**src/rtl/aud_tx_pkg.sv**
```systemverilog
package aud_tx_pkg;
  localparam int SAMPLE_W = 24;
  localparam int SLOT_W   = 6;

  typedef enum logic [1:0] {
    FMT_LEFT  = 2'd0,
    FMT_RIGHT = 2'd1,
    FMT_I2S   = 2'd2,
    FMT_DSP   = 2'd3
  } fmt_e;

  typedef struct packed {
    logic              bitTick;
    logic              frameStart;
    logic [SLOT_W-1:0] slot;
  } txStrobe_t;
endpackage

```
**src/rtl/aud_tx_ctrl.sv**
```systemverilog
module aud_tx_ctrl
  import aud_tx_pkg::*;
#(
  parameter int DIV_STD     = 4,
  parameter int DIV_QUAD    = 3,
  parameter int SYNC_STAGES = 2
) (
  input  logic      clk,
  input  logic      rstN,
  input  logic      masterMode,
  input  logic      quadRate,
  input  fmt_e      fmt,
  input  logic      bclkIn,
  input  logic      lrclkIn,
  output logic      bclkGen,
  output txStrobe_t strb
);
  localparam int DIV_MAX = (DIV_STD > DIV_QUAD) ? DIV_STD : DIV_QUAD;
  localparam int DIV_W   = $clog2(DIV_MAX) + 1;

  // input synchronisers for the external clocks
  logic [SYNC_STAGES-1:0] bSync, lSync;
  always_ff @(posedge clk) begin
    if (!rstN) begin
      bSync <= '0;
      lSync <= '0;
    end else begin
      bSync <= {bSync[SYNC_STAGES-2:0], bclkIn};
      lSync <= {lSync[SYNC_STAGES-2:0], lrclkIn};
    end
  end

  logic bLast, lrPrev, armed;
  logic lrNow, startLevel, lrEdge, slaveFall, slaveStart;
  assign lrNow      = lSync[SYNC_STAGES-1];
  assign startLevel = (fmt != FMT_I2S);
  assign lrEdge     = (lrNow != lrPrev) && (lrNow == startLevel);
  assign slaveFall  = bLast && !bSync[SYNC_STAGES-1];
  assign slaveStart = slaveFall && (armed || lrEdge);

  // master-mode bit clock divider
  logic [DIV_W-1:0] divCnt, divNext, divLast, divLen, divHi;
  logic masterTick;
  assign divLast    = quadRate ? DIV_W'(DIV_QUAD - 1) : DIV_W'(DIV_STD - 1);
  assign divLen     = divLast + 1'b1;
  assign divHi      = divLen - (divLen >> 1);
  assign masterTick = masterMode && (divCnt == divLast);
  assign divNext    = (!masterMode || masterTick) ? '0 : divCnt + 1'b1;

  logic tick;
  logic [SLOT_W-1:0] slotQ, nextSlot;
  assign tick     = masterMode ? masterTick : slaveFall;
  assign nextSlot = (!masterMode && slaveStart) ? '0 : slotQ + 1'b1;

  always_comb begin
    strb.bitTick    = tick;
    strb.frameStart = tick && (nextSlot == '0);
    strb.slot       = nextSlot;
  end

  always_ff @(posedge clk) begin
    if (!rstN) begin
      divCnt  <= '0;
      bclkGen <= 1'b0;
      slotQ   <= '1;
      bLast   <= 1'b0;
      lrPrev  <= 1'b0;
      armed   <= 1'b0;
    end else begin
      divCnt  <= divNext;
      bclkGen <= masterMode && (divNext >= divHi);
      bLast   <= bSync[SYNC_STAGES-1];
      lrPrev  <= lrNow;
      if (tick) slotQ <= nextSlot;
      if (slaveFall)   armed <= 1'b0;
      else if (lrEdge) armed <= 1'b1;
    end
  end
endmodule

```
**src/rtl/aud_tx_dpath.sv**
```systemverilog
module aud_tx_dpath
  import aud_tx_pkg::*;
#(
  parameter int WORD_W = SAMPLE_W,
  parameter int SLOTS_W = SLOT_W
) (
  input  logic              clk,
  input  logic              rstN,
  input  fmt_e              fmt,
  input  logic [WORD_W-1:0] leftSample,
  input  logic [WORD_W-1:0] rightSample,
  input  txStrobe_t         strb,
  output logic              doutQ,
  output logic              lrQ
);
  localparam int HALF = 2 ** (SLOTS_W - 1);
  localparam int PAD  = HALF - WORD_W;

  logic [WORD_W-1:0] shL, shR, word, shifted;
  int si, pos, idx;
  logic useRight, valid, lrNext, bitNext;

  always_comb begin
    si       = int'(strb.slot);
    pos      = si % HALF;
    useRight = (si >= HALF);
    valid    = 1'b0;
    idx      = 0;
    lrNext   = 1'b0;
    case (fmt)
      FMT_LEFT: begin
        valid  = (pos < WORD_W);
        idx    = pos;
        lrNext = !useRight;
      end
      FMT_RIGHT: begin
        valid  = (pos >= PAD);
        idx    = pos - PAD;
        lrNext = !useRight;
      end
      FMT_I2S: begin
        valid  = (pos >= 1) && (pos <= WORD_W);
        idx    = pos - 1;
        lrNext = useRight;
      end
      default: begin
        useRight = (si > WORD_W);
        valid    = (si >= 1) && (si <= 2 * WORD_W);
        idx      = useRight ? si - 1 - WORD_W : si - 1;
        lrNext   = (si == 0);
      end
    endcase
    if (!valid) idx = 0;
    if (useRight) word = strb.frameStart ? rightSample : shR;
    else          word = strb.frameStart ? leftSample  : shL;
    shifted = word << idx;
    bitNext = valid && shifted[WORD_W-1];
  end

  always_ff @(posedge clk) begin
    if (!rstN) begin
      shL   <= '0;
      shR   <= '0;
      doutQ <= 1'b0;
      lrQ   <= 1'b0;
    end else if (strb.bitTick) begin
      doutQ <= bitNext;
      lrQ   <= lrNext;
      if (strb.frameStart) begin
        shL <= leftSample;
        shR <= rightSample;
      end
    end
  end
endmodule

```
**src/rtl/aud_tx_serializer.sv**
```systemverilog
module aud_tx_serializer
  import aud_tx_pkg::*;
(
  input  logic                clk,
  input  logic                rstN,
  input  logic                masterMode,
  input  logic                quadRate,
  input  logic [1:0]          fmtSel,
  input  logic [SAMPLE_W-1:0] leftSample,
  input  logic [SAMPLE_W-1:0] rightSample,
  input  logic                bclkIn,
  input  logic                lrclkIn,
  output logic                dout,
  output logic                bclkOut,
  output logic                lrclkOut,
  output logic                bclkOe,
  output logic                lrclkOe
);
  txStrobe_t strb;
  logic bclkGen, lrQ;
  fmt_e fmt;
  assign fmt = fmt_e'(fmtSel);

  aud_tx_ctrl u_ctrl (
    .clk(clk), .rstN(rstN), .masterMode(masterMode), .quadRate(quadRate),
    .fmt(fmt), .bclkIn(bclkIn), .lrclkIn(lrclkIn),
    .bclkGen(bclkGen), .strb(strb)
  );

  aud_tx_dpath u_dpath (
    .clk(clk), .rstN(rstN), .fmt(fmt),
    .leftSample(leftSample), .rightSample(rightSample),
    .strb(strb), .doutQ(dout), .lrQ(lrQ)
  );

  assign bclkOut  = bclkGen;
  assign lrclkOut = masterMode && lrQ;
  assign bclkOe   = masterMode;
  assign lrclkOe  = masterMode;
endmodule

```
**config.mk**
```make
export PLATFORM = sky130hd
export DESIGN_NAME = aud_tx_serializer
export DESIGN_NICKNAME = d
export VERILOG_FILES = /design/src/rtl/aud_tx_pkg.sv /design/src/rtl/aud_tx_ctrl.sv /design/src/rtl/aud_tx_dpath.sv /design/src/rtl/aud_tx_serializer.sv
export SDC_FILE = /design/constraint.sdc
export NUM_CORES = 1
export LEC_CHECK = 0
export BUFFER_PORTS_ARGS = -buffer_cell sky130_fd_sc_hd__buf_2
export CORE_MARGIN = 5
export CORE_UTILIZATION = 55
export DETAILED_ROUTE_END_ITERATION = 8
export PLACE_DENSITY_LB_ADDON = 0.3
export SLEW_MARGIN = 0
export SYNTH_ARGS = -nofsm -noshare
export SYNTH_HDL_FRONTEND = slang
export SYNTH_SLANG_ARGS = --single-unit
```
**constraint.sdc**
```tcl
create_clock -name clk -period 9.4 [get_ports clk]
set_input_delay 0.94 -clock clk [delete_from_list [all_inputs] [get_ports clk]]
set_output_delay 0.94 -clock clk [all_outputs]
set_load 0.03 [all_outputs]
```
## Word level (Yosys, flattened, before mapping)

Index checks and enable logic that the tools add are counted.

- Bits in registers: 67
- Bits of input ports: 56
- Output and inout port bits: 5

- $add $sub $neg: 8
- $lt $le $gt $ge: 9
- Eq/ne operators: 6
- Shifts and indexed selects: 1
- Multiplexer cells: 13
- Bitwise logic cells: 1
- Reduce and logical (&&, ||, !) cells: 22

Operators by type and width:

| kind | count |
|---|---|
| one-hot mux 32 bit (3 select lines) | 1 |
| 2-to-1 mux 24 bit | 3 |
| 2-to-1 mux 32 bit | 2 |
| << shifter 24 x 32 -> 24 bit | 1 |
| subtractor 32 x 6 -> 32 bit, second input constant | 1 |
| logical NOT 6 bit | 2 |
| logical AND 1 bit | 11 |
| subtractor 6 x 1 -> 7 bit, second input constant | 1 |
| adder 3 x 1 -> 3 bit, second input constant | 2 |
| adder 6 x 1 -> 6 bit, second input constant | 1 |
| greater-or-equal comparator 6 x 1 -> 1 bit, second input constant | 1 |
| greater-or-equal comparator 6 bit, second input constant | 1 |
| > comparator 6 x 5 -> 1 bit, second input constant | 1 |
| <= comparator 6 bit, second input constant | 1 |
| 2-to-1 mux 6 bit | 1 |
| subtractor 5 x 1 -> 6 bit, second input constant | 1 |
| subtractor 5 x 4 -> 6 bit, second input constant | 1 |
| greater-or-equal comparator 5 x 1 -> 1 bit, second input constant | 1 |
| greater-or-equal comparator 5 x 4 -> 1 bit, second input constant | 1 |
| <= comparator 5 bit, second input constant | 1 |
| less-than comparator 5 bit, second input constant | 1 |
| OR reduction 2 bit | 2 |
| == test 3 bit | 1 |
| greater-or-equal comparator 3 bit | 1 |
| 15 further kinds | 20 |

## Depth between registers and ports, before layout

Gate-level depths: netlist of the first run.

- Word-level depth: 14
- Gate-level depth with buffers: 20
- Depth with buffers taken out: 18

## Hierarchy

A second synthesis of the first run with hierarchy kept.

- Cells, all modules: 474
- Area, all modules: 4294.1 um^2

By module, submodules not included:

| module | instances | cells an instance | area an instance (um^2) | seq. area each (um^2) |
|---|---|---|---|---|
| aud_tx_dpath | 1 | 379 | 3428.3 | 1001.0 |
| aud_tx_ctrl | 1 | 92 | 844.6 | 340.3 |
| aud_tx_serializer | 1 | 3 | 21.3 | 0.0 |

## Worst setup path before layout of the first run

OpenSTA, ideal clock, no wires.

- Kind: input-to-reg
- Start point: input port fmtSel[1]
- End point: register u_dpath.doutQ
- Setup time: 0.087 ns
- Arrival: 4.791 ns
- Required time: 9.313 ns
- Slack: 4.522 ns
- Cell stages on the path: 18
- Buffers on the path: 2
- Cells stage by stage: buf_2 -> and4bb_4 -> a211oi_4 -> nand2b_1 -> buf_2 -> nand2_1 -> ha_1 -> inv_1 -> a22oi_1 -> ha_1 -> or3b_2 -> ha_1 -> nor4b_1 -> nand3_1 -> a2111oi_0 -> o21ai_0 -> or4_1 -> o31ai_1

- Cells in the longest elaborated chain, start to end: 14
- Elaborated cells between the ends (all ways): 37

Ends and longest elaborated chain:

| item | RTL line | text |
|---|---|---|
| from (decl) | aud_tx_serializer.sv:8 | `input logic [1:0] fmtSel,` |
| inequality test 2 bit | aud_tx_ctrl.sv:36 | `assign startLevel = (fmt != FMT_I2S);` |
| == test 1 bit | aud_tx_ctrl.sv:37 | `assign lrEdge = (lrNow != lrPrev) && (lrNow == startLevel);` |
| logical AND 1 bit | aud_tx_ctrl.sv:37 |  |
| logical OR 1 bit | aud_tx_ctrl.sv:39 | `assign slaveStart = slaveFall && (armed \|\| lrEdge);` |
| logical AND 1 bit | aud_tx_ctrl.sv:39 |  |
| logical AND 1 bit | aud_tx_ctrl.sv:53 | `assign nextSlot = (!masterMode && slaveStart) ? '0 : slotQ + 1'b1;` |
| 2-to-1 mux 6 bit | aud_tx_ctrl.sv:53 |  |
| subtractor 6 x 1 -> 7 bit | aud_tx_dpath.sv:49 | `idx = useRight ? si - 1 - WORD_W : si - 1;` |
| subtractor 32 x 6 -> 32 bit | aud_tx_dpath.sv:49 |  |
| 2-to-1 mux 32 bit | aud_tx_dpath.sv:49 |  |
| one-hot mux 32 bit (3 select lines) | aud_tx_dpath.sv:30 | `case (fmt)` |
| 2-to-1 mux 32 bit | aud_tx_dpath.sv:53 | `if (!valid) idx = 0;` |
| << shifter 24 x 32 -> 24 bit | aud_tx_dpath.sv:56 | `shifted = word << idx;` |
| logical AND 1 bit (*) | aud_tx_dpath.sv:57 | `bitNext = valid && shifted[WORD_W-1];` |
| to (signal assigned) | aud_tx_dpath.sv:67 | `doutQ <= bitNext;` |
| to (decl) | aud_tx_dpath.sv:13 | `output logic doutQ,` |

Mark *: on every way between the ends. The rest lies on a longest branch, timed or not.
A chain may end at the register's enable or synchronous reset.

## Final worst setup path of the first run

- Start point: input port fmtSel[0]
- End point: register u_dpath.doutQ

Same word-level chain as after synthesis.

==> results of run 1 <==
-- cells by family (layout without fill, tap and decap cells) --
| family | count (synthesis) | in the layout | synth area share, % |
|---|---|---|---|
| muxes | 13 | 13 | 3.19 |
| DFF | 67 | 67 | 32.6 |
| xor gates and xnor gates | 10 | 10 | 2.13 |
| and+or+nand+nor | 223 | 223 | 24.7 |
| AOI/OAI and AO/OA | 156 | 156 | 28.3 |
| buffers and inverters | 51 | 93 | 5.47 |
| adders and majority gates | 12 | 12 | 3.65 |
-- cell type report --
class,instances,share of cell area (%)
clock buffer,10,2.99
clock inverter,6,1.55
inverter,13,1.06
multi-input combinational,414,55.4
sequential,67,29.1
tap,99,2.69
timing repair buffer,64,7.17
-- cells in the mapped netlist, types with 2 or more instances --
library cell,number,area share [%]
a2111oi_0,10,2.1
a211o_1,2,0.43
a211oi_1,5,0.91
a21boi_0,51,9.3
a21oi_1,21,2.6
a22oi_1,2,0.36
a311o_1,2,0.49
a31oi_1,7,1.1
a41oi_1,2,0.43
and2_1,15,2.3
and3_1,6,0.91
buf_1,3,0.27
buf_2,9,1.1
buf_4,3,0.55
clkbuf_1,22,2.0
dfxtp_1,67,33
ha_1,12,3.6
inv_1,13,1.2
mux2i_1,12,2.9
nand2_1,133,12
nand2b_1,2,0.30
nand3_1,14,1.7
nor2_1,26,2.4
nor2_2,2,0.30
nor2b_1,3,0.46
nor3_1,3,0.36
o2111ai_1,4,0.85
o211ai_1,8,1.5
o21ai_0,14,1.7
o21ai_1,4,0.49
o22ai_1,2,0.30
o311ai_0,2,0.43
o31ai_1,3,0.55
or3_1,4,0.61
xnor2_1,7,1.5
xor2_1,3,0.64
-- metrics by stage --
step / cell area, um2 / utilization, %
floorplan: 4110 / -
global placement: 4400 / 60.7
detailed placement: 4400 / 60.7
CTS: 4610 / 63.5
global route: 4610 / 63.5
finish: 4610 / 63.5
-- power by group through the flow --
stage               combinational [mW]  clock, mW  sequential [mW]
floorplan                        0.141          0            0.300
detailed placement               0.186          0            0.302
global route                     0.210      0.271            0.297
global placement                 0.183          0            0.302
finish                           0.190      0.254            0.296
CTS                              0.187      0.257            0.296
-- metal layers --
metal | routed length, um | vias to the layer above | part of all wire, %
li1 | - | 1966 | -
met5 | 0 | - | 0
met2 | 5010 | 152 | 47
met4 | 150 | 0 | 1.4
met1 | 4820 | 1826 | 45
met3 | 657 | 15 | 6.2
-- state kept, by name (all words and copies together) (netlist names) --
signal          flops
u_dpath.lrQ         1
u_ctrl.lSync        2
u_dpath.doutQ       1
u_dpath.shL        24
u_ctrl.bclkGen      1
u_ctrl.divCnt       3
u_dpath.shR        24
u_ctrl.bLast        1
u_ctrl.bSync        2
u_ctrl.slotQ        6
u_ctrl.armed        1
u_ctrl.lrPrev       1
-- worst max path at each step --
stage                     to  slack (ns)
2_1_floorplan  u_dpath.doutQ        4.52
3_3_place_gp   u_dpath.doutQ        3.86
3_5_place_dp   u_dpath.doutQ        3.73
4_1_cts        u_dpath.doutQ        4.12
5_1_grt        u_dpath.doutQ        3.70
6_report       u_dpath.doutQ        4.07
==> impl_metrics.ini, run 1 <==
[run_status]
status = finished clean

[grt]
grt_pass1_vias = 3616
grt_pass1_wl_mm = 17.5
grt_max_degree = 66
grt_overflow = 0
met3_usage_pct = 4.03
grt_antenna_before_repair = 0
grt_busiest_layer = met2
grt_util_met1_pct = 32.4
gr-usage-all-layers_pct = 24.0
met2_usage_pct = 38.3

[flow_run]
drv_cap = 0

[routing]
drt_first_pass_iters = 4
num_vias = 3959
drc = 0
vias_per_cell = 5.88
drt_iter0_drc = 304
post_drt_wl_per_cell_um = 15.8
ant_nets = 0
drt-total-wl_mm = 10.6

[min_path]
hold_depth = 1
hold-path-endpoint = u_ctrl.lSync[1]
min_from = u_ctrl.lSync[0]
hold_path_class = flop to flop

[synth]
netlist_area_um2 = 4110
ys.flop_type = dfxtp_1
syn_area_per_cell_um2 = 7.73
yosysSeqAreaShare_pct = 32.6
async_flop_share_pct = 0
synth_edf_count = 0
syn_nets = 600
yosysWarnings = 0
netlist_instances = 532
synth_cell_type_count = 70
ys_seq_elements = 67

[power_and_ir_drop]
power.share.switching_pct = 32.9
clock_power_share_pct = 34.3
ir_drop_mv = 0.0999
power.total_uw = 740
p_leak_nw = 1.79
p_sw_uw = 243
pwr-share-comb_pct = 25.7
internal_power_uw = 496
seqPwrFrac_pct = 40.0
powerDensity_nw_per_um2 = 161

[floorplan]
core_area_um2 = 7250
fp-row-count = 31
start_util_pct = 56.7
ios = 61
dieArea_um2 = 9310
dieHeight_um = 96.5
die_x_um = 96.5

[setup_path]
path_buf_inv = 2
startpoint = fmtSel[0]
arrival_ns = 5.59
path_class = input port to flop
r2r_cells = 17
worstSetupStartpointType = input port
cp-end-kind = flop
reg2reg_to = u_dpath.doutQ
cp.depth = 17
critical_path.top_delay_family = simple AND/OR/NAND/NOR gates
r2r_slack_ns = 4.46
slowest_stage = or4_1
timing.critical_path.mode_cell = ha_1
worstPathRequired_ns = 9.66
rr_startpoint = u_ctrl.slotQ[0]
max_stage_delay_ns = 0.48
cp_cell_sequence = buf_2 -> and4bb_4 -> a211oi_4 -> nand2b_1 -> nand2_1 -> ha_1 -> inv_1 -> a22oi_1 -> ha_1 -> or3b_2 -> ha_1 -> nor4b_1 -> nand3_1 -> a2111oi_0 -> o21ai_0 -> or4_1 -> o31ai_1
critPathMaxFanout = 16

[placed_design]
hpwl_mm = 7.50
placedCellCount = 657
place.gp.congestion = 0.989
port_buffers = 60
post-place-ws_ns = 3.73

[timing]
setup_viol = 0
whs_ns = 0.433
fin_ws_ns = 4.07
max_freq_mhz = 188
finalClockSkew_ns = 0.00942
fin_setup_tns_ns = 0
layout_min_cycle_time_ns = 5.33
worstMarginPinSlew_ns = 1.08
rsz0062_at_grt = no
period_share_pct = 56.7
slew_viol_final = 0
hold_viol = 0
relSlewSlack_pct = 27.5

[cts]
ctsResizeCount = 0
clk_pin_slew_ns = 0.08
cts_root_buffer = clkbuf_8
ctsHoldBuffers = 0
clk_latency_ns = 0.35
post_cts_buffers = 0
cts_buffers = 9
clock_sinks = 67
cts_tree = built
cts_buffer_depth = 2
cts_max_level = 3

[cells_and_area]
fillers = 672
multiInputGateArea_um2 = 2550
final_cell_mix = 133 x nand2_1, 67 x dfxtp_1, 60 x buf_2, 51 x a21boi_0, 26 x nor2_1
drive_gt1_share_pct = 16.7
diodes = 0
nets = 637
syn2layout_area_growth_pct = 12.0
seq_area_um2 = 1340
fin_cells = 673
layout_commonest_cell = nand2_1
Power figures use the tool's default switching activity.
==> inputs of run 2 (changes only) <==
Settings changed: CORE_UTILIZATION 55 to 52.
Clock period 9.4 ns to 4.4 ns, I/O delays scaled along.
==> impl_metrics.ini, run 2 (synthesized netlist as in run 1, its figures left out) <==
[flow_run]
drv_cap = 0

[floorplan]
ios = 61
die_x_um = 98.9
dieHeight_um = 98.9
dieArea_um2 = 9790
core_area_um2 = 7730
start_util_pct = 53.2
fp-row-count = 32

[run_status]
status = finished clean

[grt]
gr-usage-all-layers_pct = 23.4
grt_antenna_before_repair = 0
grt_pass1_wl_mm = 18.9
grt_overflow = 0
grt_max_degree = 66
grt_pass1_vias = 3974

[setup_path]
critPathMaxFanout = 5
path_class = flop to flop
r2r_slack_ns = 0.24
cp-end-kind = flop
max_stage_delay_ns = 0.47
slowest_stage = or3b_2
cp_cell_sequence = or3_1 -> nor2_2 -> nor2_2 -> inv_1 -> ha_2 -> nand3_1 -> o21ai_0 -> a22oi_1 -> ha_2 -> or3b_2 -> ha_1 -> nor4b_2 -> nand3_1 -> a2111oi_4 -> o21ai_0 -> or4_1 -> o31ai_1
worstPathRequired_ns = 4.66
arrival_ns = 4.42
worstSetupStartpointType = flop

[routing]
drt_first_pass_iters = 5
drc = 0
vias_per_cell = 5.76
drt-total-wl_mm = 11.3
drt_iter0_drc = 281
num_vias = 4052
ant_nets = 0
post_drt_wl_per_cell_um = 16.1

[cells_and_area]
final_cell_mix = 133 x nand2_1, 66 x dfxtp_1, 60 x buf_2, 51 x a21boi_0, 31 x buf_4
diodes = 0
layout_commonest_cell = nand2_1
syn2layout_area_growth_pct = 20.3
top_regs = u_dpath.shL (24), u_dpath.shR (24), u_ctrl.slotQ (6)
fin_area_um2 = 4950
drive_gt1_share_pct = 22.5
fillers = 696
nets = 665

[power_and_ir_drop]
seqPwrFrac_pct = 35.1
p_leak_nw = 1.96
ir_drop_mv = 0.216
power.total_mw = 1.80
power.share.switching_pct = 30.2
clock_power_share_pct = 38.0
powerDensity_nw_per_um2 = 364
p_sw_uw = 544
internal_power_mw = 1.26
pwr-share-comb_pct = 26.9

[timing]
worstMarginPinSlew_ns = 0.666
finalClockSkew_ns = 0.00764
fin_ws_ns = 0.241
max_freq_mhz = 240
fin_setup_tns_ns = 0
setup_viol = 0
rsz0062_at_grt = no
hold_viol = 0
period_share_pct = 94.5
whs_ns = 0.291
relSlewSlack_pct = 54.5
slew_viol_final = 0
layout_min_cycle_time_ns = 4.16

[cts]
cts_buffers = 9
cts_tree = built
cts_max_level = 3
clock_sinks = 67
clk_pin_slew_ns = 0.08
clk_latency_ns = 0.35
cts_buffer_depth = 2
ctsHoldBuffers = 0
cts_root_buffer = clkbuf_8

[placed_design]
post_dp_cell_area_um2 = 4630
port_buffers = 60
place.gp.congestion = 0.947
post-place-ws_ns = -0.212
hpwl_mm = 8.14

[min_path]
hold_path_class = input port to flop
==> run 2: cell types whose count changed in the layout (fill, tap and decap cells not counted), sizes merged <==
cell | before | now
buf | 64 | 92
bufinv | 1 | 4
clkinvlp | 2 | 0
clkbuf | 10 | 9
inv | 15 | 14
==> run 2: cell type report <==
cell class                      count  area (um2)  area share [%]
Inverter                           13        48.8           0.986
Clock buffer                        9         124            2.50
Sequential cell                    67        1340            27.1
Tap cell                          102         128            2.58
Multi-Input combinational cell    414        2620            52.8
Timing Repair Buffer               92         553            11.2
Clock inverter                      6         138            2.78
==> run 2: power by group through the flow <==
| stage | registers, mW | logic (mW) | clock network [mW] |
|---|---|---|---|
| 4_1_cts | 0.631 | 0.451 | 0.690 |
| 2_1_floorplan | 0.641 | 0.301 | 0 |
| 3_5_place_dp | 0.645 | 0.447 | 0 |
| 5_1_grt | 0.634 | 0.532 | 0.723 |
| 6_report | 0.632 | 0.485 | 0.685 |
| 3_3_place_gp | 0.645 | 0.437 | 0 |
==> run 2: final timing paths <==
| check | startpoint | cells after the start | end |
|---|---|---|---|
| max | u_ctrl.bSync[1] | 17 | u_dpath.doutQ |
| max reg2reg | u_ctrl.bSync[1] | 17 | u_dpath.doutQ |
| min reg2reg | u_ctrl.lSync[0] | 1 | u_ctrl.lSync[1] |
| min | bclkIn | 2 | u_ctrl.bSync[0] |
==> run 2: repair_timing <==
action | in CTS | in global routing
hold endpoints to repair | 0 | 0
setup buffers | 0 | 0
pin swaps | 0 | 3
endpoints found under the setup margin | 1 | 1
gates resized for setup | 1 | 15
cloned | 0 | 0
==> run 2: worst max-delay path: cells and delay by family (launching register included) <==
| family | cells | cell delay [ns] |
|---|---|---|
| AOI/OAI and AO/OA | 5 | 0.79 |
| buffers and inverters | 1 | 0.08 |
| and+or+nand+nor | 8 | 2.09 |
| DFF | 1 | 0.34 |
| adders and majority gates | 3 | 0.77 |
==> run 2: per-stage QoR <==
step           util [%]  std cells
2_1_floorplan         -        532
3_3_place_gp       59.9        688
3_5_place_dp       59.9        688
4_1_cts            63.3        703
5_1_grt            64.0        703
6_report           64.0        703
==> run 2: routing by layer <==
layer | vias up | global-route usage [%] | wire, um
met5 | - | 0 | 0
met4 | 0 | 6.30 | 189
met3 | 19 | 5.10 | 623
met2 | 121 | 39.2 | 5460
met1 | 1898 | 30.5 | 5050
li1 | 2014 | - | -
